### src/rtl/tokline_pkg.sv
// Shared types for the token-counting line controller.
// Assumes nothing beyond IEEE 1800-2017.
package tokline_pkg;

    // What the line does with the request or replacement seen this cycle.
    typedef enum logic [1:0] {
        ACT_NONE      = 2'd0,   // nothing to send
        ACT_SHARE     = 2'd1,   // owner hands one token plus data to a reader
        ACT_SURRENDER = 2'd2,   // every token goes to a writer
        ACT_WRITEBACK = 2'd3    // every token goes back to memory
    } tok_act_e;

endpackage

### src/rtl/tokline_perm.sv
// Local permission check: decides whether a load or store may proceed.
// Assumes tok_q, valid_q come from registered line state.
module tokline_perm #(
    parameter int TOK_TOTAL = 16,
    parameter int CNT_W     = $clog2(TOK_TOTAL + 1)
) (
    input  logic             acc_valid,
    input  logic             acc_write,
    input  logic [CNT_W-1:0] tok_q,
    input  logic             valid_q,
    output logic             acc_grant
);
    localparam logic [CNT_W-1:0] FULL = CNT_W'(TOK_TOTAL);

    logic may_read;
    logic may_write;

    // Read needs one token and data; write needs every token.
    always_comb begin
        may_read  = (tok_q != '0) && valid_q;
        may_write = (tok_q == FULL);
        acc_grant = acc_valid && (acc_write ? may_write : may_read);
    end

endmodule

### src/rtl/tokline_resp.sv
// Response selector: chooses how the line answers a request or replacement.
// Assumes at most one request per cycle; a request outranks a replacement.
module tokline_resp
    import tokline_pkg::*;
#(
    parameter int TOK_TOTAL = 16,
    parameter int CNT_W     = $clog2(TOK_TOTAL + 1),
    parameter int ID_W      = 4
) (
    input  logic             req_valid,
    input  logic [ID_W-1:0]  req_id,
    input  logic             req_write,
    input  logic             evict,
    input  logic [CNT_W-1:0] tok_q,
    input  logic             owner_q,
    input  logic             valid_q,
    output tok_act_e         act,
    output logic [CNT_W-1:0] send_tok,
    output logic             send_owner,
    output logic             send_data,
    output logic             send_mem,
    output logic [ID_W-1:0]  send_dest
);
    localparam logic [CNT_W-1:0] ONE = CNT_W'(1);

    logic holds_any;

    // Classify the incoming event against the held tokens.
    always_comb begin
        holds_any = (tok_q != '0);
        act       = ACT_NONE;
        if (req_valid && holds_any) begin
            if (req_write)    act = ACT_SURRENDER;
            else if (owner_q) act = ACT_SHARE;
        end else if (!req_valid && evict && holds_any) begin
            act = ACT_WRITEBACK;
        end
    end

    // Build the outgoing token bundle for the chosen action.
    always_comb begin
        send_tok   = '0;
        send_owner = 1'b0;
        send_data  = 1'b0;
        send_mem   = 1'b0;
        send_dest  = req_id;
        case (act)
            ACT_SHARE: begin
                send_tok   = ONE;
                send_owner = (tok_q == ONE);
                send_data  = valid_q;
            end
            ACT_SURRENDER: begin
                send_tok   = tok_q;
                send_owner = owner_q;
                send_data  = owner_q && valid_q;
            end
            ACT_WRITEBACK: begin
                send_tok   = tok_q;
                send_owner = owner_q;
                send_data  = owner_q && valid_q;
                send_mem   = 1'b1;
                send_dest  = '0;
            end
            default: ;
        endcase
    end

endmodule

### src/rtl/tokline_state.sv
// Line state and outgoing response register.
// Holds token count, owner flag and data-valid flag; registers the response.
// Assumes incoming owner tokens always arrive with at least one token.
module tokline_state
    import tokline_pkg::*;
#(
    parameter int TOK_TOTAL = 16,
    parameter int CNT_W     = $clog2(TOK_TOTAL + 1),
    parameter int ID_W      = 4
) (
    input  logic             clk,
    input  logic             rst_n,
    input  tok_act_e         act,
    input  logic [CNT_W-1:0] send_tok,
    input  logic             send_owner,
    input  logic             send_data,
    input  logic             send_mem,
    input  logic [ID_W-1:0]  send_dest,
    input  logic             rsp_in_valid,
    input  logic [CNT_W-1:0] rsp_in_tokens,
    input  logic             rsp_in_owner,
    input  logic             rsp_in_data,
    output logic [CNT_W-1:0] tok_q,
    output logic             owner_q,
    output logic             valid_q,
    output logic             rsp_out_valid,
    output logic [ID_W-1:0]  rsp_out_dest,
    output logic             rsp_out_to_mem,
    output logic [CNT_W-1:0] rsp_out_tokens,
    output logic             rsp_out_owner,
    output logic             rsp_out_data
);
    localparam int          SUM_W = CNT_W + 1;
    localparam logic [SUM_W-1:0] LIMIT = SUM_W'(TOK_TOTAL);

    logic             fire;
    logic [CNT_W-1:0] kept;
    logic [SUM_W-1:0] sum;
    logic [CNT_W-1:0] tok_d;
    logic             owner_d;
    logic             valid_d;

    // Next line state: keep what was not sent, then add what arrived.
    always_comb begin
        fire    = (act != ACT_NONE);
        kept    = fire ? (tok_q - send_tok) : tok_q;
        sum     = {1'b0, kept} + (rsp_in_valid ? {1'b0, rsp_in_tokens} : '0);
        tok_d   = sum[CNT_W-1:0];
        owner_d = (owner_q && !(fire && send_owner)) || (rsp_in_valid && rsp_in_owner);
        valid_d = ((kept != '0) && valid_q) || (rsp_in_valid && rsp_in_data);
    end

    // Line state register.
    always_ff @(posedge clk) begin
        if (!rst_n) begin
            tok_q   <= '0;
            owner_q <= 1'b0;
            valid_q <= 1'b0;
        end else begin
            tok_q   <= tok_d;
            owner_q <= owner_d;
            valid_q <= valid_d;
        end
    end

    // Outgoing response register, valid for one cycle per action.
    always_ff @(posedge clk) begin
        if (!rst_n) begin
            rsp_out_valid  <= 1'b0;
            rsp_out_dest   <= '0;
            rsp_out_to_mem <= 1'b0;
            rsp_out_tokens <= '0;
            rsp_out_owner  <= 1'b0;
            rsp_out_data   <= 1'b0;
        end else begin
            rsp_out_valid  <= fire;
            rsp_out_dest   <= send_dest;
            rsp_out_to_mem <= send_mem;
            rsp_out_tokens <= fire ? send_tok : '0;
            rsp_out_owner  <= fire && send_owner;
            rsp_out_data   <= fire && send_data;
        end
    end

    // the arriving sum may never pass the system-wide total
    no_overflow_chk: assert property (@(posedge clk) disable iff (!rst_n)
        sum <= LIMIT);

    // owner flag never stands with zero tokens
    owner_zero_chk: assert property (@(posedge clk) disable iff (!rst_n)
        owner_q |-> (tok_q != '0));

    // count after an exchange is held minus sent plus received
    balance_chk: assert property (@(posedge clk) disable iff (!rst_n)
        (fire && !rsp_in_valid) |=> (tok_q == $past(tok_q) - rsp_out_tokens));

endmodule

### src/rtl/tokline_ctrl.sv
// Token-counting coherence permission controller for one cache line.
// Grants local access from the held token count and answers remote
// requests with tokens; assumes the network and memory conserve tokens.
module tokline_ctrl
    import tokline_pkg::*;
#(
    parameter int TOK_TOTAL = 16,
    parameter int ID_W      = 4,
    parameter int CNT_W     = $clog2(TOK_TOTAL + 1)
) (
    input  logic             clk,
    input  logic             rst_n,
    input  logic             acc_valid,
    input  logic             acc_write,
    output logic             acc_grant,
    input  logic             req_valid,
    input  logic [ID_W-1:0]  req_id,
    input  logic             req_write,
    input  logic             rsp_in_valid,
    input  logic [CNT_W-1:0] rsp_in_tokens,
    input  logic             rsp_in_owner,
    input  logic             rsp_in_data,
    input  logic             evict,
    output logic             rsp_out_valid,
    output logic [ID_W-1:0]  rsp_out_dest,
    output logic             rsp_out_to_mem,
    output logic [CNT_W-1:0] rsp_out_tokens,
    output logic             rsp_out_owner,
    output logic             rsp_out_data,
    output logic [CNT_W-1:0] tok_count,
    output logic             line_owner,
    output logic             line_valid
);
    localparam logic [CNT_W-1:0] FULL = CNT_W'(TOK_TOTAL);

    tok_act_e         act;
    logic [CNT_W-1:0] send_tok;
    logic             send_owner;
    logic             send_data;
    logic             send_mem;
    logic [ID_W-1:0]  send_dest;
    logic [CNT_W-1:0] tok_q;
    logic             owner_q;
    logic             valid_q;

    tokline_perm #(.TOK_TOTAL(TOK_TOTAL), .CNT_W(CNT_W)) u_perm (
        .acc_valid (acc_valid),
        .acc_write (acc_write),
        .tok_q     (tok_q),
        .valid_q   (valid_q),
        .acc_grant (acc_grant)
    );

    tokline_resp #(.TOK_TOTAL(TOK_TOTAL), .CNT_W(CNT_W), .ID_W(ID_W)) u_resp (
        .req_valid  (req_valid),
        .req_id     (req_id),
        .req_write  (req_write),
        .evict      (evict),
        .tok_q      (tok_q),
        .owner_q    (owner_q),
        .valid_q    (valid_q),
        .act        (act),
        .send_tok   (send_tok),
        .send_owner (send_owner),
        .send_data  (send_data),
        .send_mem   (send_mem),
        .send_dest  (send_dest)
    );

    tokline_state #(.TOK_TOTAL(TOK_TOTAL), .CNT_W(CNT_W), .ID_W(ID_W)) u_state (
        .clk            (clk),
        .rst_n          (rst_n),
        .act            (act),
        .send_tok       (send_tok),
        .send_owner     (send_owner),
        .send_data      (send_data),
        .send_mem       (send_mem),
        .send_dest      (send_dest),
        .rsp_in_valid   (rsp_in_valid),
        .rsp_in_tokens  (rsp_in_tokens),
        .rsp_in_owner   (rsp_in_owner),
        .rsp_in_data    (rsp_in_data),
        .tok_q          (tok_q),
        .owner_q        (owner_q),
        .valid_q        (valid_q),
        .rsp_out_valid  (rsp_out_valid),
        .rsp_out_dest   (rsp_out_dest),
        .rsp_out_to_mem (rsp_out_to_mem),
        .rsp_out_tokens (rsp_out_tokens),
        .rsp_out_owner  (rsp_out_owner),
        .rsp_out_data   (rsp_out_data)
    );

    // Expose held state.
    always_comb begin
        tok_count  = tok_q;
        line_owner = owner_q;
        line_valid = valid_q;
    end

    // a granted write always sees the full token set
    write_full_chk: assert property (@(posedge clk) disable iff (!rst_n)
        (acc_grant && acc_write) |-> (tok_q == FULL));

    // a granted read always sees a token and valid data
    read_perm_chk: assert property (@(posedge clk) disable iff (!rst_n)
        (acc_grant && !acc_write) |-> ((tok_q != '0) && valid_q));

    // nothing is sent for an event that finds no tokens
    zero_ignore_chk: assert property (@(posedge clk) disable iff (!rst_n)
        ((req_valid || evict) && (tok_q == '0)) |=> !rsp_out_valid);

    // a write request leaves the line empty when nothing arrives
    write_empty_chk: assert property (@(posedge clk) disable iff (!rst_n)
        (req_valid && req_write && (tok_q != '0) && !rsp_in_valid)
            |=> (rsp_out_valid && (tok_q == '0) && !owner_q));

    // every sent response carries at least one token
    nonempty_rsp_chk: assert property (@(posedge clk) disable iff (!rst_n)
        rsp_out_valid |-> (rsp_out_tokens != '0));

endmodule

### config.mk
export PLATFORM = sky130hd
export DESIGN_NAME = tokline_ctrl
export DESIGN_NICKNAME = d
export VERILOG_FILES = /design/src/rtl/tokline_pkg.sv /design/src/rtl/tokline_perm.sv /design/src/rtl/tokline_resp.sv /design/src/rtl/tokline_state.sv /design/src/rtl/tokline_ctrl.sv
export SDC_FILE = /design/constraint.sdc
export NUM_CORES = 1
export LEC_CHECK = 0
export BUFFER_PORTS_ARGS = -buffer_cell sky130_fd_sc_hd__buf_4
export CAP_MARGIN = 20
export CELL_PAD_IN_SITES_DETAIL_PLACEMENT = 0
export CELL_PAD_IN_SITES_GLOBAL_PLACEMENT = 1
export CORE_UTILIZATION = 40
export CTS_BUF_LIST = sky130_fd_sc_hd__clkbuf_8
export DETAILED_ROUTE_END_ITERATION = 8
export HOLD_SLACK_MARGIN = 0.02
export PLACE_DENSITY_LB_ADDON = 0.1
export SETUP_SLACK_MARGIN = 0.05
export SLEW_MARGIN = 20
export SYNTH_ARGS = -nofsm -noshare
export SYNTH_HDL_FRONTEND = slang
export SYNTH_SLANG_ARGS = --single-unit
### constraint.sdc
create_clock -name clk -period 4.3 [get_ports clk]
set_input_delay 0.645 -clock clk [delete_from_list [all_inputs] [get_ports clk]]
set_output_delay 0.645 -clock clk [all_outputs]
set_load 0.03 [all_outputs]
; ---- Yosys cells after proc, flatten, opt, wreduce, memory -nomap -nowiden
; Index checks and enable logic that the tools add are counted.
; Widths: inputs -> output; s select.
[word_totals]
regBits = 20
in_bits = 19
output_inout_bits = 21
elab_cells = 50
[classes]
addsub = 2
n_eq_ne = 5
mux = 11
bitwise_logic = 1
reduce_logical = 22
[ops]
columns = cell, count
row1 = $logic_and 1x1->1, 12
row2 = $mux 5, 2
row3 = $pmux 5 s2, 1
row4 = $reduce_bool 5->1, 2
row5 = $mux 2, 3
row6 = $add 5x5->5, 1
row7 = $eq 5x1->1 const B, 1
row8 = $eq 5x5->1 const B, 1
row9 = $sub 5x5->5, 1
row10 = $eq 2x2->1 const B, 2
row11 = $pmux 1 s2, 2
row12 = $reduce_or 2->1, 2
row13 = $mux 1, 3
row14 = $eq 2x1->1 const B, 1
row15 = $logic_not 1->1, 2
row16 = $logic_or 1x1->1, 2
row17 = $reduce_and 2->1, 1
row18 = $reduce_bool 2->1, 1
row19 = $not 1->1, 1

; ---- Longest topological paths before layout
; Gate-level depths: netlist (run 1).
[logic_depth]
word_depth = 13
depth_mapped = 14
mapped_depth_nobuf = 14

; ---- Hierarchy
; A second synthesis (run 1) with hierarchy kept.
[unflattened]
cells_unflattened = 132
hier_area_um2 = 1157.4
[modules_own_cells]
columns = mod, n_inst, cells_each, area_each_um2, seq_area_each_um2
row1 = tokline_state, 1, 104, 969.7, 400.4
row2 = tokline_resp, 1, 24, 150.1, 0.0
row3 = tokline_perm, 1, 4, 37.5, 0.0

; ---- Worst setup path before layout (run 1)
; OpenSTA, ideal clock, no wires.
[synth_path]
path_type = input -> register
start = input req_valid
end = register u_state.tok_q[4]
setup_time_ns = 0.115
arrival_time_ns = 3.048
required_time_ns = 4.185
path_slack_ns = 1.137
path_stages = 14
path_buffers = 0
cell_sequence = nor3b_2 a211o_2 a21oi_1 ha_1 inv_1 ha_1 nand2_1 nand2_1 fa_1 a21o_1 a21oi_1 xnor2_1 xnor2_1 and2_1
[synth_via]
elab_chain_len = 11
elab_cells_between_ends = 15
classes_between = add/sub: 2 / eq/ne: 3 / mux: 4 / reduce/logical: 6
[synth_rtl]
columns = element, line
row1 = start: declaration, tokline_ctrl.sv:16  ; input logic req_valid,
row2 = $logic_not 1->1, tokline_resp.sv:35  ; end else if (!req_valid && evict && holds_any) begin
row3 = $logic_and 1x1->1 (2 in a row), tokline_resp.sv:35
row4 = $mux 2, tokline_resp.sv:35
row5 = $mux 2 (*), tokline_resp.sv:32  ; if (req_valid && holds_any) begin
row6 = $eq 2x2->1, tokline_resp.sv:47  ; case (act)
row7 = $reduce_or 2->1 (no source line), -
row8 = $pmux 5 s2 (*), tokline_resp.sv:47
row9 = named net send_tok[0], tokline_ctrl.sv:37  ; logic [CNT_W-1:0] send_tok;
row10 = $sub 5x5->5 (*), tokline_state.sv:46  ; kept = fire ? (tok_q - send_tok) : tok_q;
row11 = $mux 5 (*), tokline_state.sv:46
row12 = $add 5x5->5 (*), tokline_state.sv:47  ; sum = {1'b0, kept} + (rsp_in_valid ? {1'b0, rsp_in_tokens} : '0);
row13 = end signal: assignment, tokline_state.sv:60  ; tok_q <= tok_d;
row14 = end: declaration, tokline_state.sv:23  ; output logic [CNT_W-1:0] tok_q,
; The timed path passes the listed nets; every way through them passes the cells marked *.
; A chain may end at the register's enable or synchronous reset.

; ---- Worst setup path in the final report (run 1)
; Ends and elaborated chain as after synthesis.

==> impl_metrics.ini, run 1 <==
[outcome]
status = finished, final reports clean

[worst_setup_path]
worstSetupStartpointType = primary input
crit_type = in -> reg
crit_fanout = 7
worstPathCellList = buf_4 > nor3b_2 > a211o_2 > a21oi_1 > ha_1 > inv_1 > ha_1 > nand2_1 > nand2_1 > fa_1 > a21o_1 > a21oi_1 > xnor2_1 > xnor2_1 > and2_1
worst_setup_path_end_kind = flop
slowest_delay_ns = 0.44
arrival_ns = 3.40
cp.required_ns = 4.46
r2r_start = u_state.tok_q[1]
critPathLaunch = req_valid
critical-path-slowest-cell = fa_1

[timing]
max_freq_mhz = 308.2
tightest_slew_ns = 0.4520
fin_skew_ns = 0.002289
finalSetupTns_ns = 0
final.hold.worst_slack_ns = 0.5327
rsz0062_at_grt = false
relSlewSlack_pct = 69.59
setup_viol = 0
maxSlewViolCount = 0
post-route-min-period_ns = 3.245
fin_crit_sh_pct = 75.46
hold_violations = 0

[layout]
diodes = 0
fin_nets = 186
nFillCells = 237
finalCoreUtilization_pct = 58.68
regArea_um2 = 400.4
area_growth_pct = 36.76
multi_input_area_um2 = 648.1
drive_above_1_share_pct = 35.44

[power_and_ir_drop]
seq_power_share_pct = 27.8
netSwitchingFraction_pct = 42.56
total_power_w = 0.0009959
power_switching_w = 0.0004239
p_leak_nw = 0.7201
power.density_mw_per_mm2 = 672.8
comb_power_share_pct = 53.3
p_int_w = 0.0005720
vdd_drop_max_v = 0.0003977
clock_power_share_pct = 18.9

[route]
drtIter0Drc = 20
drt_first_pass_iters = 4
wl_per_cell_um = 13.08
num_vias = 986
drc = 0
finalWirelength_um = 2459
viasPerCell = 5.245
final_antenna_net_count = 0

[global_route]
antenna_found_initial = 0
grt_max_degree = 18
met2_usage_pct = 31.28
track_usage_pct = 18.15
grt_pass1_vias = 886
grt-busiest-layer = met2
use_met1_pct = 20.27
grtUsageMet3_pct = 3.955
overflow = 0
grt_pass1_wl_um = 3801

[floorplanning]
core_area_mm2 = 0.002522
rows = 18
fp.dieH_um = 54.02
die-area_mm2 = 0.002918
ioPinCount = 40
die_x_um = 54.02
start_util_pct = 42.91

[clock_network]
h-tree-depth = 1
clockBufferDepth = 2
hold_buffers = 0
clock-sinks = 20
cts-root-buf = clkbuf_8
path_clk_slew_ns = 0.08
cts_resized = 0
cts-buffers-inserted = 3
cts_setup_buffers = 0
clock_latency_ns = 0.26
cts_tree = yes

[placed_design]
gp_congestion = 0.7990
port_buffers = 39
hpwl_um = 1826

[synth]
syn-num-nets = 143
yosysWarningCount = 0
yosys-top-cells-area = dfxtp_1, ha_1, and2_1
synth.cell_area_mm2 = 0.001082
synth.avg_cell_area_um2 = 9.330
ys_ff_latch = 20
synth.distinct_cells = 41
synth_top_area_share_pct = 36.99
synthCells = 116
synth.yosys.seq_area_share_pct = 36.99
synth_common_cells = dfxtp_1, and2_1, nand2_1
synth_most_common_cell = dfxtp_1
synth_area_leader_cell = dfxtp_1
ys.flop_type = dfxtp_1
synth_edf_count = 0
synth_async_sr_flop_share_pct = 0

[min_path]
hold_path.class = reg -> reg
hp-start = u_state.owner_q

[flow_run]
drv_cap = 0
-- critical path: cells and delay by family --
kind / cells / cell delay, ns
and+or+nand+nor: 4 / 0.49
xor gates and xnor gates: 2 / 0.24
buffers and inverters: 2 / 0.22
adders and majority gates: 3 / 0.95
AOI/OAI and AO/OA: 4 / 0.86
-- flip-flops by register name, summed over array words and instances, names as in the netlist --
name / cells
u_state.owner_q: 1
u_state.rsp_out_data: 1
u_state.rsp_out_dest: 4
u_state.rsp_out_owner: 1
u_state.rsp_out_to_mem: 1
u_state.rsp_out_tokens: 5
u_state.rsp_out_valid: 1
u_state.tok_q: 5
u_state.valid_q: 1
-- power by group through the flow --
stage | Combinational, W | Sequential [W] | Clock, W
floorplan | 0.000306 | 0.000350 | 0
global placement | 0.000524 | 0.000278 | 0
detailed placement | 0.000531 | 0.000281 | 0
CTS | 0.000533 | 0.000276 | 0.000192
global route | 0.000584 | 0.000284 | 0.000199
finish | 0.000531 | 0.000276 | 0.000189
-- metal layers --
metal / share of wire (%) / vias up
li1: - / 493
met1: 43 / 447
met2: 49 / 39
met3: 5.9 / 7
met4: 2.2 / 0
met5: 0 / -
-- cell usage in the layout (no fill, tap or decap), types with 3 or more instances in the layout --
cell type | Yosys | layout
a21oi_1 | 3 | 3
and2_1 | 11 | 11
and3_1 | 5 | 5
buf_4 | 0 | 39
clkbuf_8 | 0 | 3
dfxtp_1 | 20 | 20
ha_1 | 7 | 7
inv_1 | 7 | 7
nand2_1 | 10 | 10
nor2_1 | 7 | 7
nor3_1 | 3 | 3
o21ai_0 | 5 | 5
xnor2_1 | 4 | 4
-- kinds of logic (layout without fill, tap and decap cells) --
| group | count (synthesis) | after routing | share of synthesized area, % |
|---|---|---|---|
| flip-flops | 20 | 20 | 36.99 |
| buffers and inverters | 9 | 51 | 3.121 |
| XOR/XNOR | 6 | 6 | 4.855 |
| AND/OR/NAND/NOR | 49 | 49 | 26.36 |
| adder cells (fa/ha/maj) | 8 | 8 | 9.942 |
| AO/OA/AOI/OAI | 22 | 22 | 16.42 |
| multiplexers | 2 | 2 | 2.312 |
-- path summary, 6_finish.rpt --
check	slack, ns	cells past startpoint	endpoint
max	1.06	15	u_state.tok_q[4]
min	0.53	2	u_state.owner_q
max reg2reg	1.07	14	u_state.tok_q[4]
min reg2reg	0.53	2	u_state.owner_q
-- layout make-up --
cell class / instances / share of cell area [%]
clock buffers: 3 / 2.790
clock inverters: 1 / 2.029
inverters: 8 / 2.029
multi-input cells: 87 / 43.79
flip-flops and latches: 20 / 27.05
well taps: 30 / 2.536
repair buffers: 39 / 19.78
-- per-stage QoR --
step           instances  cell area (um2)  setup slack, ns
6_report             188             1480            1.055
5_1_grt              188             1480           0.8732
3_3_place_gp         184             1409           0.9026
4_1_cts              188             1480            1.081
3_5_place_dp         184             1409           0.8146
2_1_floorplan        116             1082            1.137
Power figures use the tool's default switching activity.
==> run 2: changes to the inputs <==
--- a/config.mk
+++ b/config.mk
@@ -9,7 +9,7 @@
 export CAP_MARGIN = 20
 export CELL_PAD_IN_SITES_DETAIL_PLACEMENT = 0
 export CELL_PAD_IN_SITES_GLOBAL_PLACEMENT = 1
-export CORE_UTILIZATION = 40
+export CORE_UTILIZATION = 37
 export CTS_BUF_LIST = sky130_fd_sc_hd__clkbuf_8
 export DETAILED_ROUTE_END_ITERATION = 8
 export HOLD_SLACK_MARGIN = 0.02
==> constraint.sdc (replaced) <==
create_clock -name clk -period 3.06 [get_ports clk]
set_input_delay 0.459 -clock clk [delete_from_list [all_inputs] [get_ports clk]]
set_output_delay 0.459 -clock clk [all_outputs]
set_load 0.03 [all_outputs]
==> impl_metrics.ini, run 2 (synthesis results as in run 1) <==
[timing]
setup_ws_ns = 0.2425
relSlewSlack_pct = 70.25
tightest_slew_ns = 0.4416
maxSlewViolCount = 0
fin_skew_ns = 0.002325
max_freq_mhz = 354.9
setup_viol = 0
hold_violations = 0
rsz0062_at_grt = false
post-route-min-period_ns = 2.818
fin_crit_sh_pct = 92.08

[layout]
fin_area_mm2 = 0.001597
diodes = 0
layout_common_cells = buf_4, dfxtp_1, and2_1
drive_above_1_share_pct = 45.66
nFillCells = 254
regArea_um2 = 406.6
final_common_cell = buf_4
multi_input_area_um2 = 660.6
top_regs = u_state.rsp_out_tokens (5), u_state.tok_q (5), u_state.rsp_out_dest (4)
fin_nets = 201
area_growth_pct = 47.51
finalCoreUtilization_pct = 57.89

[worst_setup_path]
r2r_start = u_state.tok_q[4]
arrival_ns = 2.97
crit_type = reg -> reg
critPathLaunch = u_state.tok_q[4]
worst_setup_path_end_kind = flop
cp.required_ns = 3.22
crit_fanout = 6
worstSetupStartpointType = flop

[route]
wl_per_cell_um = 13.00
finalWirelength_um = 2653
viasPerCell = 5.010
final_antenna_net_count = 0
drc = 0
drtIter0Drc = 11
drt_first_pass_iters = 4
num_vias = 1022

[clock_network]
clockBufferDepth = 2
clock_latency_ns = 0.26
cts-buffers-inserted = 3
clock-sinks = 20
cts_setup_buffers = 0
path_clk_slew_ns = 0.07
cts-root-buf = clkbuf_8
cts_tree = yes
h-tree-depth = 1

[placed_design]
place_area_mm2 = 0.001529
gp_congestion = 0.8204
pre_cts_ws_ns = -0.05321
hpwl_um = 2136
port_buffers = 39

[global_route]
grt_pass1_wl_um = 4485
overflow = 0
antenna_found_initial = 0
track_usage_pct = 18.10
grt_pass1_vias = 1000
grt_max_degree = 18

[floorplanning]
ioPinCount = 40
start_util_pct = 39.25
die-area_mm2 = 0.003146
die_x_um = 56.09
fp.dieH_um = 56.09
core_area_mm2 = 0.002758
rows = 19

[min_path]
hp-start = req_id[3]
hold_path.class = in -> reg

[power_and_ir_drop]
vdd_drop_max_v = 0.0005216
power.density_mw_per_mm2 = 925.1
p_leak_nw = 0.7914

[outcome]
status = finished, final reports clean

[flow_run]
drv_cap = 0
[run 2: final cells by class]
cell class | instances | share of cell area (%)
Multi-Input combinational cell | 87 | 41.38
Inverter | 8 | 1.881
Clock buffer | 4 | 3.448
Tap cell | 31 | 2.429
Sequential cell | 20 | 25.47
Timing Repair Buffer | 54 | 25.39
[run 2: worst paths after layout]
check                                   end  slack (ns)  cells past startpoint
hold / removal      u_state.rsp_out_dest[3]        0.41                      3
setup / recovery           u_state.tok_q[4]        0.24                     14
setup reg to reg           u_state.tok_q[4]        0.24                     14
hold reg to reg   u_state.rsp_out_tokens[4]        0.53                      1
[run 2: repair_timing]
item                                    in CTS  in global routing
gates resized for setup                      0                  3
endpoints found under the hold margin        0                  0
hold buffers                                 0                  0
endpoints found under the setup margin       0                  2
[run 2: layer usage]
layer | GRT usage, % | up-vias | routed length (um)
met3 | 2.093 | 5 | 131
met2 | 31.80 | 31 | 1303
met4 | 7.317 | 0 | 49
met5 | 0 | - | 0
met1 | 22.33 | 469 | 1168
li1 | - | 517 | -
[run 2: critical path, cell delays in order, from the launching register on]
cell and delay (ns):
dfxtp_2 0.38, nor4_2 0.06, a211o_2 0.34, a21oi_2 0.13
ha_2 0.20, inv_1 0.06, ha_1 0.29, nand2_1 0.06
nand2_1 0.08, fa_1 0.41, a21o_1 0.16, a21oi_1 0.16
xnor2_1 0.15, xnor2_1 0.08, and2_1 0.15
[run 2: through the flow]
step | setup TNS (ns) | hold WS [ns] | instances | power [W]
2_1_floorplan | 0 | 0.5712 | 116 | 0.0009294
3_3_place_gp | 0 | 0.5140 | 200 | 0.001261
3_5_place_dp | -0.05321 | 0.5173 | 200 | 0.001269
4_1_cts | 0 | 0.4108 | 204 | 0.001473
5_1_grt | 0 | 0.4067 | 204 | 0.001586
6_report | 0 | 0.4137 | 204 | 0.001477
[run 2: where the power goes]
group,internal (W),switching (W)
clock,0.000115,0.0000858
sequential,0.000325,0.0000358
combinational,0.000413,0.000503
total,0.000852,0.000625
